--- config.mk ---
export PLATFORM = sky130hd
export DESIGN_NAME = tdm_link_aligner
export DESIGN_NICKNAME = d
export VERILOG_FILES = /design/src/rtl/tdm_align_pkg.sv /design/src/rtl/tdm_slot_finder.sv /design/src/rtl/tdm_contrast_meter.sv /design/src/rtl/tdm_link_aligner.sv
export SDC_FILE = /design/constraint.sdc
export NUM_CORES = 2
export LEC_CHECK = 0
export BUFFER_PORTS_ARGS = -buffer_cell sky130_fd_sc_hd__buf_2
export CAP_MARGIN = 20
export CORE_MARGIN = 2
export CORE_UTILIZATION = 65
export CTS_CLUSTER_SIZE = 16
export DETAILED_ROUTE_END_ITERATION = 7
export HOLD_SLACK_MARGIN = 0.12
export PLACE_DENSITY = 0.92
export SKIP_LAST_GASP = 1
export SYNTH_ARGS = -nofsm -noshare
export SYNTH_HDL_FRONTEND = slang
export SYNTH_SLANG_ARGS = --single-unit
--- constraint.sdc ---
create_clock -name clk -period 67.8 [get_ports clk]
set_input_delay 3.39 -clock clk [delete_from_list [all_inputs] [get_ports clk]]
set_output_delay 3.39 -clock clk [all_outputs]
set_load 0.05 [all_outputs]
--- src/rtl/tdm_align_pkg.sv ---
package tdm_align_pkg;

    // Sequencer states of the alignment controller
    typedef enum logic [2:0] {
        AL_IDLE,
        AL_FIND,
        AL_REF,
        AL_UP_REQ,
        AL_UP_MEAS,
        AL_DN_REQ,
        AL_DN_MEAS,
        AL_DONE
    } al_state_e;

endpackage

--- src/rtl/tdm_slot_finder.sv ---
// Accumulates each slot over NF frames, then picks the slot that stands
// furthest from the mean of all slots.
module tdm_slot_finder #(
    parameter int SLOTS = 8,
    parameter int DW    = 12,
    parameter int NF    = 64
) (
    input  logic                     clk,
    input  logic                     rst_n,
    input  logic                     clear,
    input  logic                     en,
    input  logic                     smp_valid,
    input  logic [DW-1:0]            smp_data,
    input  logic [$clog2(SLOTS)-1:0] slot_idx,
    output logic                     found,
    output logic [$clog2(SLOTS)-1:0] ch_slot
);
    localparam int SLW  = $clog2(SLOTS);
    localparam int FCW  = $clog2(NF + 1);
    localparam int SUMW = DW + FCW;
    localparam int TOTW = SUMW + SLW;
    localparam int DEVW = TOTW + 2;

    typedef struct packed {
        logic [SLOTS-1:0][SUMW-1:0] sums;
        logic [FCW-1:0]             frames;
        logic                       full;
        logic                       found;
        logic [SLW-1:0]             ch;
    } fnd_t;

    fnd_t q, d;
    logic [SLW-1:0]  best;
    logic [TOTW-1:0] total;
    logic [DEVW-1:0] scaled, diff, best_dev;

    // Deviation of each slot from the mean, scaled by SLOTS
    always_comb begin
        total = '0;
        for (int k = 0; k < SLOTS; k++) total = total + TOTW'(q.sums[k]);
        best     = '0;
        best_dev = '0;
        for (int k = 0; k < SLOTS; k++) begin
            scaled = DEVW'(q.sums[k]) * DEVW'(SLOTS);
            diff   = scaled - DEVW'(total);
            if (diff[DEVW-1]) diff = -diff;
            if (diff > best_dev) begin
                best_dev = diff;
                best     = SLW'(k);
            end
        end
    end

    always_comb begin
        d = q;
        if (clear) begin
            d = '0;
        end else if (en && !q.full) begin
            if (smp_valid) begin
                d.sums[slot_idx] = q.sums[slot_idx] + SUMW'(smp_data);
                if (slot_idx == SLW'(SLOTS - 1)) begin
                    d.frames = q.frames + 1'b1;
                    if (q.frames == FCW'(NF - 1)) d.full = 1'b1;
                end
            end
        end else if (en && q.full && !q.found) begin
            d.found = 1'b1;
            d.ch    = best;
        end
    end

    always_ff @(posedge clk or negedge rst_n) begin
        if (!rst_n) q <= '0;
        else        q <= d;
    end

    assign found   = q.found;
    assign ch_slot = q.ch;

endmodule

--- src/rtl/tdm_contrast_meter.sv ---
// Measures the channel-1 contrast over NF whole frames after each go pulse.
module tdm_contrast_meter #(
    parameter int SLOTS = 8,
    parameter int DW    = 12,
    parameter int NF    = 64
) (
    input  logic                                          clk,
    input  logic                                          rst_n,
    input  logic                                          go,
    input  logic [$clog2(SLOTS)-1:0]                      ch_slot,
    input  logic                                          smp_valid,
    input  logic [DW-1:0]                                 smp_data,
    input  logic [$clog2(SLOTS)-1:0]                      slot_idx,
    output logic                                          meas_done,
    output logic [DW+$clog2(SLOTS)+$clog2(NF+1)-1:0]      metric
);
    localparam int SLW = $clog2(SLOTS);
    localparam int FCW = $clog2(NF + 1);
    localparam int XW  = DW + SLW;
    localparam int MW  = XW + FCW;

    typedef struct packed {
        logic           pend;
        logic           run;
        logic [DW-1:0]  x1;
        logic [XW-1:0]  osum;
        logic [FCW-1:0] frames;
        logic [MW-1:0]  acc;
        logic           done;
    } mtr_t;

    mtr_t q, d;
    logic [DW-1:0] x1_n;
    logic [XW-1:0] osum_n, scaled, fm;
    logic          take;

    always_comb begin
        d      = q;
        d.done = 1'b0;
        take   = smp_valid && (q.run || (q.pend && slot_idx == '0));
        x1_n   = (slot_idx == ch_slot) ? smp_data : q.x1;
        osum_n = (slot_idx == ch_slot) ? q.osum : q.osum + XW'(smp_data);
        scaled = XW'(x1_n) * XW'(SLOTS - 1);
        fm     = (scaled >= osum_n) ? scaled - osum_n : osum_n - scaled;
        if (go) begin
            d.pend   = 1'b1;
            d.run    = 1'b0;
            d.x1     = '0;
            d.osum   = '0;
            d.frames = '0;
            d.acc    = '0;
        end else if (take) begin
            d.pend = 1'b0;
            d.run  = 1'b1;
            d.x1   = x1_n;
            d.osum = osum_n;
            if (slot_idx == SLW'(SLOTS - 1)) begin
                d.acc    = q.acc + MW'(fm);
                d.frames = q.frames + 1'b1;
                d.x1     = '0;
                d.osum   = '0;
                if (q.frames == FCW'(NF - 1)) begin
                    d.run  = 1'b0;
                    d.done = 1'b1;
                end
            end
        end
    end

    always_ff @(posedge clk or negedge rst_n) begin
        if (!rst_n) q <= '0;
        else        q <= d;
    end

    assign meas_done = q.done;
    assign metric    = q.acc;

endmodule

--- src/rtl/tdm_link_aligner.sv ---
// Slot and phase alignment sequencer for a time-multiplexed sample link.
module tdm_link_aligner
    import tdm_align_pkg::*;
#(
    parameter int SLOTS  = 8,
    parameter int DW     = 12,
    parameter int NF     = 64,
    parameter int PSTEPS = 64
) (
    input  logic                      clk,
    input  logic                      rst_n,
    input  logic                      start,
    input  logic                      smp_valid,
    input  logic [DW-1:0]             smp_data,
    input  logic                      step_ack,
    output logic                      step_inc,
    output logic                      step_dec,
    output logic [$clog2(SLOTS)-1:0]  slot_ofs,
    output logic [$clog2(PSTEPS)-1:0] phase_opt,
    output logic                      done,
    output logic                      err
);
    localparam int SLW = $clog2(SLOTS);
    localparam int PW  = $clog2(PSTEPS);
    localparam int SCW = $clog2(PSTEPS + 1);
    localparam int MW  = DW + SLW + $clog2(NF + 1);
    localparam logic [PW:0] P_FULL = (PW + 1)'(PSTEPS);

    typedef struct packed {
        al_state_e      st;
        logic [SLW-1:0] slot;
        logic [PW-1:0]  pos;
        logic [SCW-1:0] steps;
        logic [MW-1:0]  refm;
        logic [PW-1:0]  left;
        logic [PW-1:0]  opt;
        logic [SLW-1:0] ch;
        logic           armed;
        logic           done;
        logic           err;
    } seq_t;

    seq_t q, d;

    logic           accept, finder_clr, meter_go;
    logic           fnd;
    logic [SLW-1:0] fnd_slot;
    logic           m_done;
    logic [MW-1:0]  metric;
    logic           below;
    logic [PW-1:0]  pos_up, pos_dn, mid;
    logic [PW:0]    span, midw;

    tdm_slot_finder #(.SLOTS(SLOTS), .DW(DW), .NF(NF)) u_find (
        .clk       (clk),
        .rst_n     (rst_n),
        .clear     (finder_clr),
        .en        (q.st == AL_FIND),
        .smp_valid (smp_valid),
        .smp_data  (smp_data),
        .slot_idx  (q.slot),
        .found     (fnd),
        .ch_slot   (fnd_slot)
    );

    tdm_contrast_meter #(.SLOTS(SLOTS), .DW(DW), .NF(NF)) u_meter (
        .clk       (clk),
        .rst_n     (rst_n),
        .go        (meter_go),
        .ch_slot   (q.ch),
        .smp_valid (smp_valid),
        .smp_data  (smp_data),
        .slot_idx  (q.slot),
        .meas_done (m_done),
        .metric    (metric)
    );

    // Wrapped position arithmetic and half-contrast test
    always_comb begin
        pos_up = (q.pos == PW'(PSTEPS - 1)) ? '0 : q.pos + 1'b1;
        pos_dn = (q.pos == '0) ? PW'(PSTEPS - 1) : q.pos - 1'b1;
        below  = {metric, 1'b0} <= {1'b0, q.refm};
        span   = (q.left >= q.pos) ? {1'b0, q.left} - {1'b0, q.pos}
                                   : {1'b0, q.left} + P_FULL - {1'b0, q.pos};
        midw   = {1'b0, q.pos} + (span >> 1);
        if (midw >= P_FULL) midw = midw - P_FULL;
        mid    = midw[PW-1:0];
    end

    always_comb begin
        d          = q;
        finder_clr = 1'b0;
        meter_go   = 1'b0;
        accept     = start && (q.st == AL_IDLE || q.st == AL_DONE);
        if (smp_valid) d.slot = (q.slot == SLW'(SLOTS - 1)) ? '0 : q.slot + 1'b1;
        case (q.st)
            AL_IDLE, AL_DONE: begin
                if (accept) begin
                    d.st       = AL_FIND;
                    d.slot     = '0;
                    d.pos      = '0;
                    d.steps    = '0;
                    d.opt      = '0;
                    d.ch       = '0;
                    d.done     = 1'b0;
                    d.err      = 1'b0;
                    finder_clr = 1'b1;
                end
            end
            AL_FIND: begin
                if (fnd) begin
                    d.ch     = fnd_slot;
                    d.st     = AL_REF;
                    meter_go = 1'b1;
                end
            end
            AL_REF: begin
                if (m_done) begin
                    d.refm  = metric;
                    d.steps = '0;
                    d.st    = AL_UP_REQ;
                end
            end
            AL_UP_REQ: begin
                if (step_ack) begin
                    d.pos    = pos_up;
                    d.steps  = q.steps + 1'b1;
                    d.st     = AL_UP_MEAS;
                    meter_go = 1'b1;
                end
            end
            AL_UP_MEAS: begin
                if (m_done) begin
                    if (below) begin
                        d.left  = q.pos;
                        d.steps = '0;
                        d.armed = 1'b0;
                        d.st    = AL_DN_REQ;
                    end else if (q.steps == SCW'(PSTEPS)) begin
                        d.err  = 1'b1;
                        d.done = 1'b1;
                        d.st   = AL_DONE;
                    end else begin
                        d.st = AL_UP_REQ;
                    end
                end
            end
            AL_DN_REQ: begin
                if (step_ack) begin
                    d.pos    = pos_dn;
                    d.steps  = q.steps + 1'b1;
                    d.st     = AL_DN_MEAS;
                    meter_go = 1'b1;
                end
            end
            AL_DN_MEAS: begin
                if (m_done) begin
                    if (below && q.armed) begin
                        d.opt  = mid;
                        d.done = 1'b1;
                        d.st   = AL_DONE;
                    end else begin
                        if (!below) d.armed = 1'b1;
                        if (q.steps == SCW'(PSTEPS)) begin
                            d.err  = 1'b1;
                            d.done = 1'b1;
                            d.st   = AL_DONE;
                        end else begin
                            d.st = AL_DN_REQ;
                        end
                    end
                end
            end
            default: d.st = AL_IDLE;
        endcase
    end

    always_ff @(posedge clk or negedge rst_n) begin
        if (!rst_n) begin
            q    <= '0;
            q.st <= AL_IDLE;
        end else begin
            q <= d;
        end
    end

    assign step_inc  = (q.st == AL_UP_REQ);
    assign step_dec  = (q.st == AL_DN_REQ);
    assign slot_ofs  = q.ch;
    assign phase_opt = q.opt;
    assign done      = q.done;
    assign err       = q.err;

endmodule

==> run summary <==
CP Launch Type: flop
drt pass-1 iters: 8
Core Box Area: 0.0575 sq mm
GRT overflow: 0
crit path launch: u_find.q[12]
total number of yosys warnings: 0
synth unique cells: 110
asr flop ratio synth: 100%
final slew viol count: 0
Die ar.: 0.0598 sq mm
worst-margin pin slew: 1.14 ns
NumNets Final: 5,038
EDFF count, synth: 0
slowest library cell on the worst path: o21a_1
port bufs: 29
Slowest Stage Delay on Critical Path: 0.87 ns
Critical Path AT: 29.24 ns
postcts setup bufs: 0
Worst EP required: 68.24 ns
total negative slack: 0 ns
CTS tree: done
DRT iter0 DRCs: 4,165
crit-path most repeated cell: a21oi_1
crit path kind: flop to flop
Die Height: 244 um
final worst slack: 39.00 ns
total detailed-routing wirelength: 128,000 um
Avg Inst Size Synth: 8.29 sq um
worst skew pair latency: 0.59 ns
#FFs+latches synth: 282
top cells by area, synth: dfrtp_1, ha_1, xnor2_1
Slew headroom: 23.9%
clock root buffer master: clkbuf_16
initial antenna violation count: 2
die width: 244 um
Starting Density: 65.4%
Syn Inst Count: 4,536
hold wc startpoint: phase_opt[3]
worst hold path type: flop to flop
unrepaired setup endpoints after global routing: false
DRC viols: 0
count leader, synth: ha_1
dominant synthesized flop cell: dfrtp_1
most common library cells after synthesis: ha_1, inv_1, nand2_1
Tmin final: 28.80 ns
gp weighted congestion: 1.10
first-pass GRT wire length: 195,000 um
final hold vios: 0
critical path fanouts, max: 40
Routed Antenna Nets: 0
largest net degree at the start of global routing: 75
Synth top area share: 18.8%
Post-CTS Hold Fix Bufs: 0
via/cell ratio: 6.80
status: finished, final reports clean
Worst Skew: 0.0139 ns
area grow syn2layout: 5.10%
final setup fails: 0
area leader, netlist: dfrtp_1
cts repair resizes: 0
Max Clock Freq: 0.0347 GHz
share of layout cells above drive strength 1: 5.61%
DP HPWL: 102,000 um
CTS buffer count: 29
post-synthesis sequential area ratio: 18.8%
RR Startpoint: u_find.q[12]
number of global-route vias before repair: 34,500
Tot GR Track Use: 41.9%
H-tree levels: 1
vias: 35,900
CTS sink cnt: 282
Max-Cap Viols: 0
# IOs: 30
fin crit share: 42.5%
Setup Slack @ Placement: 39.74 ns
clock slew at reported path FFs: 0.06 ns
critical path capture point type: flop
Mapped Area: 0.0376 sq mm
Wirelength per Cell: 24.2 um
number of cell rows: 88
Max clock buf depth: 3
cell families (layout without fill, tap and decap cells):
logic type | count (synthesis) | after routing | share of synthesized area (%)
AO/OA/AOI/OAI | 1287 | 1287 | 22.9
AND/OR/NAND/NOR | 1198 | 1198 | 15.6
adder cells (fa/ha/maj) | 618 | 618 | 22.3
buffers and inverters | 553 | 515 | 5.76
XOR/XNOR | 483 | 483 | 11.5
flip-flops | 282 | 282 | 18.8
multiplexers | 113 | 113 | 3.19
other | 2 | 16 | 0.0200
cells in the final DEF (no fill, tap or decap), types with 132 or more instances in the layout:
cell type | synthesis | layout
inv_1 | 370 | 370
a21oi_1 | 308 | 308
ha_1 | 419 | 419
a22o_1 | 132 | 132
xnor2_1 | 335 | 333
dfrtp_1 | 282 | 282
nor2_1 | 314 | 313
o21ai_0 | 270 | 269
a21o_1 | 153 | 153
nand2_1 | 347 | 347
xor2_1 | 141 | 141
layout make-up:
| type | count | area, sq um |
|---|---|---|
| Sequential cell | 282 | 7060 |
| Clock inverter | 15 | 216 |
| Clock buffer | 37 | 786 |
| Tap cell | 765 | 957 |
| Antenna cell | 2 | 5.00 |
| Inverter | 372 | 1400 |
| Fill cell | 4572 | 18000 |
| Multi-Input combinational cell | 3713 | 28500 |
| Timing Repair Buffer | 91 | 621 |
worst paths after layout:
path / end / depth (start not counted) / slack (ns)
worst max-delay path: u_find.ch_slot[1] / 127 / 39.00
worst min-delay path: phase_opt[3] / 2 / 0.47
worst max register to register: u_find.ch_slot[1] / 127 / 39.00
worst min register to register: phase_opt[3] / 2 / 0.47
max in group asynchronous: q[25] / 3 / 62.77
min in group asynchronous: q[51] / 1 / 2.75
routing by layer:
metal	GRT usage, %	wire [um]	up-vias
met3	10.2	15700	611
met5	0	14	-
met4	30.6	11100	2
met2	63.8	54000	2367
li1	-	-	16100
met1	51.9	46600	16900
metrics by stage:
step / area, sq um / hold slack (ns) / instances / utilization, %
2_1_floorplan: 37600 / 0.446 / 4548 / -
3_3_place_gp: 38500 / 0.460 / 5222 / 67.0
3_5_place_dp: 38500 / 0.464 / 5222 / 67.0
4_1_cts: 39500 / 0.478 / 5274 / 68.7
5_1_grt: 39500 / 0.506 / 5276 / 68.7
6_report: 39500 / 0.474 / 5277 / 68.7
critical path, delay by kind of cell (launching register included):
| family | cells | cell delay [ns] |
|---|---|---|
| simple gates | 35 | 6.01 |
| fa+ha+maj | 15 | 5.65 |
| flops | 1 | 0.43 |
| buf+inv | 5 | 0.83 |
| compound gates | 66 | 13.94 |
| mux | 4 | 1.52 |
| xor+xnor | 2 | 0.25 |
state kept, by name, indices dropped and copies added (netlist names):
| register | count |
|---|---|
| slot_ofs | 3 |
| u_find.found | 1 |
| u_meter.q | 36 |
| q | 48 |
| done | 1 |
| u_find.q | 160 |
| u_meter.meas_done | 1 |
| err | 1 |
| u_find.ch_slot | 3 |
| u_meter.metric | 22 |
| phase_opt | 6 |
Power is not shown: default switching activity piles up to over one toggle a cycle in this logic, so the estimate is an artifact.
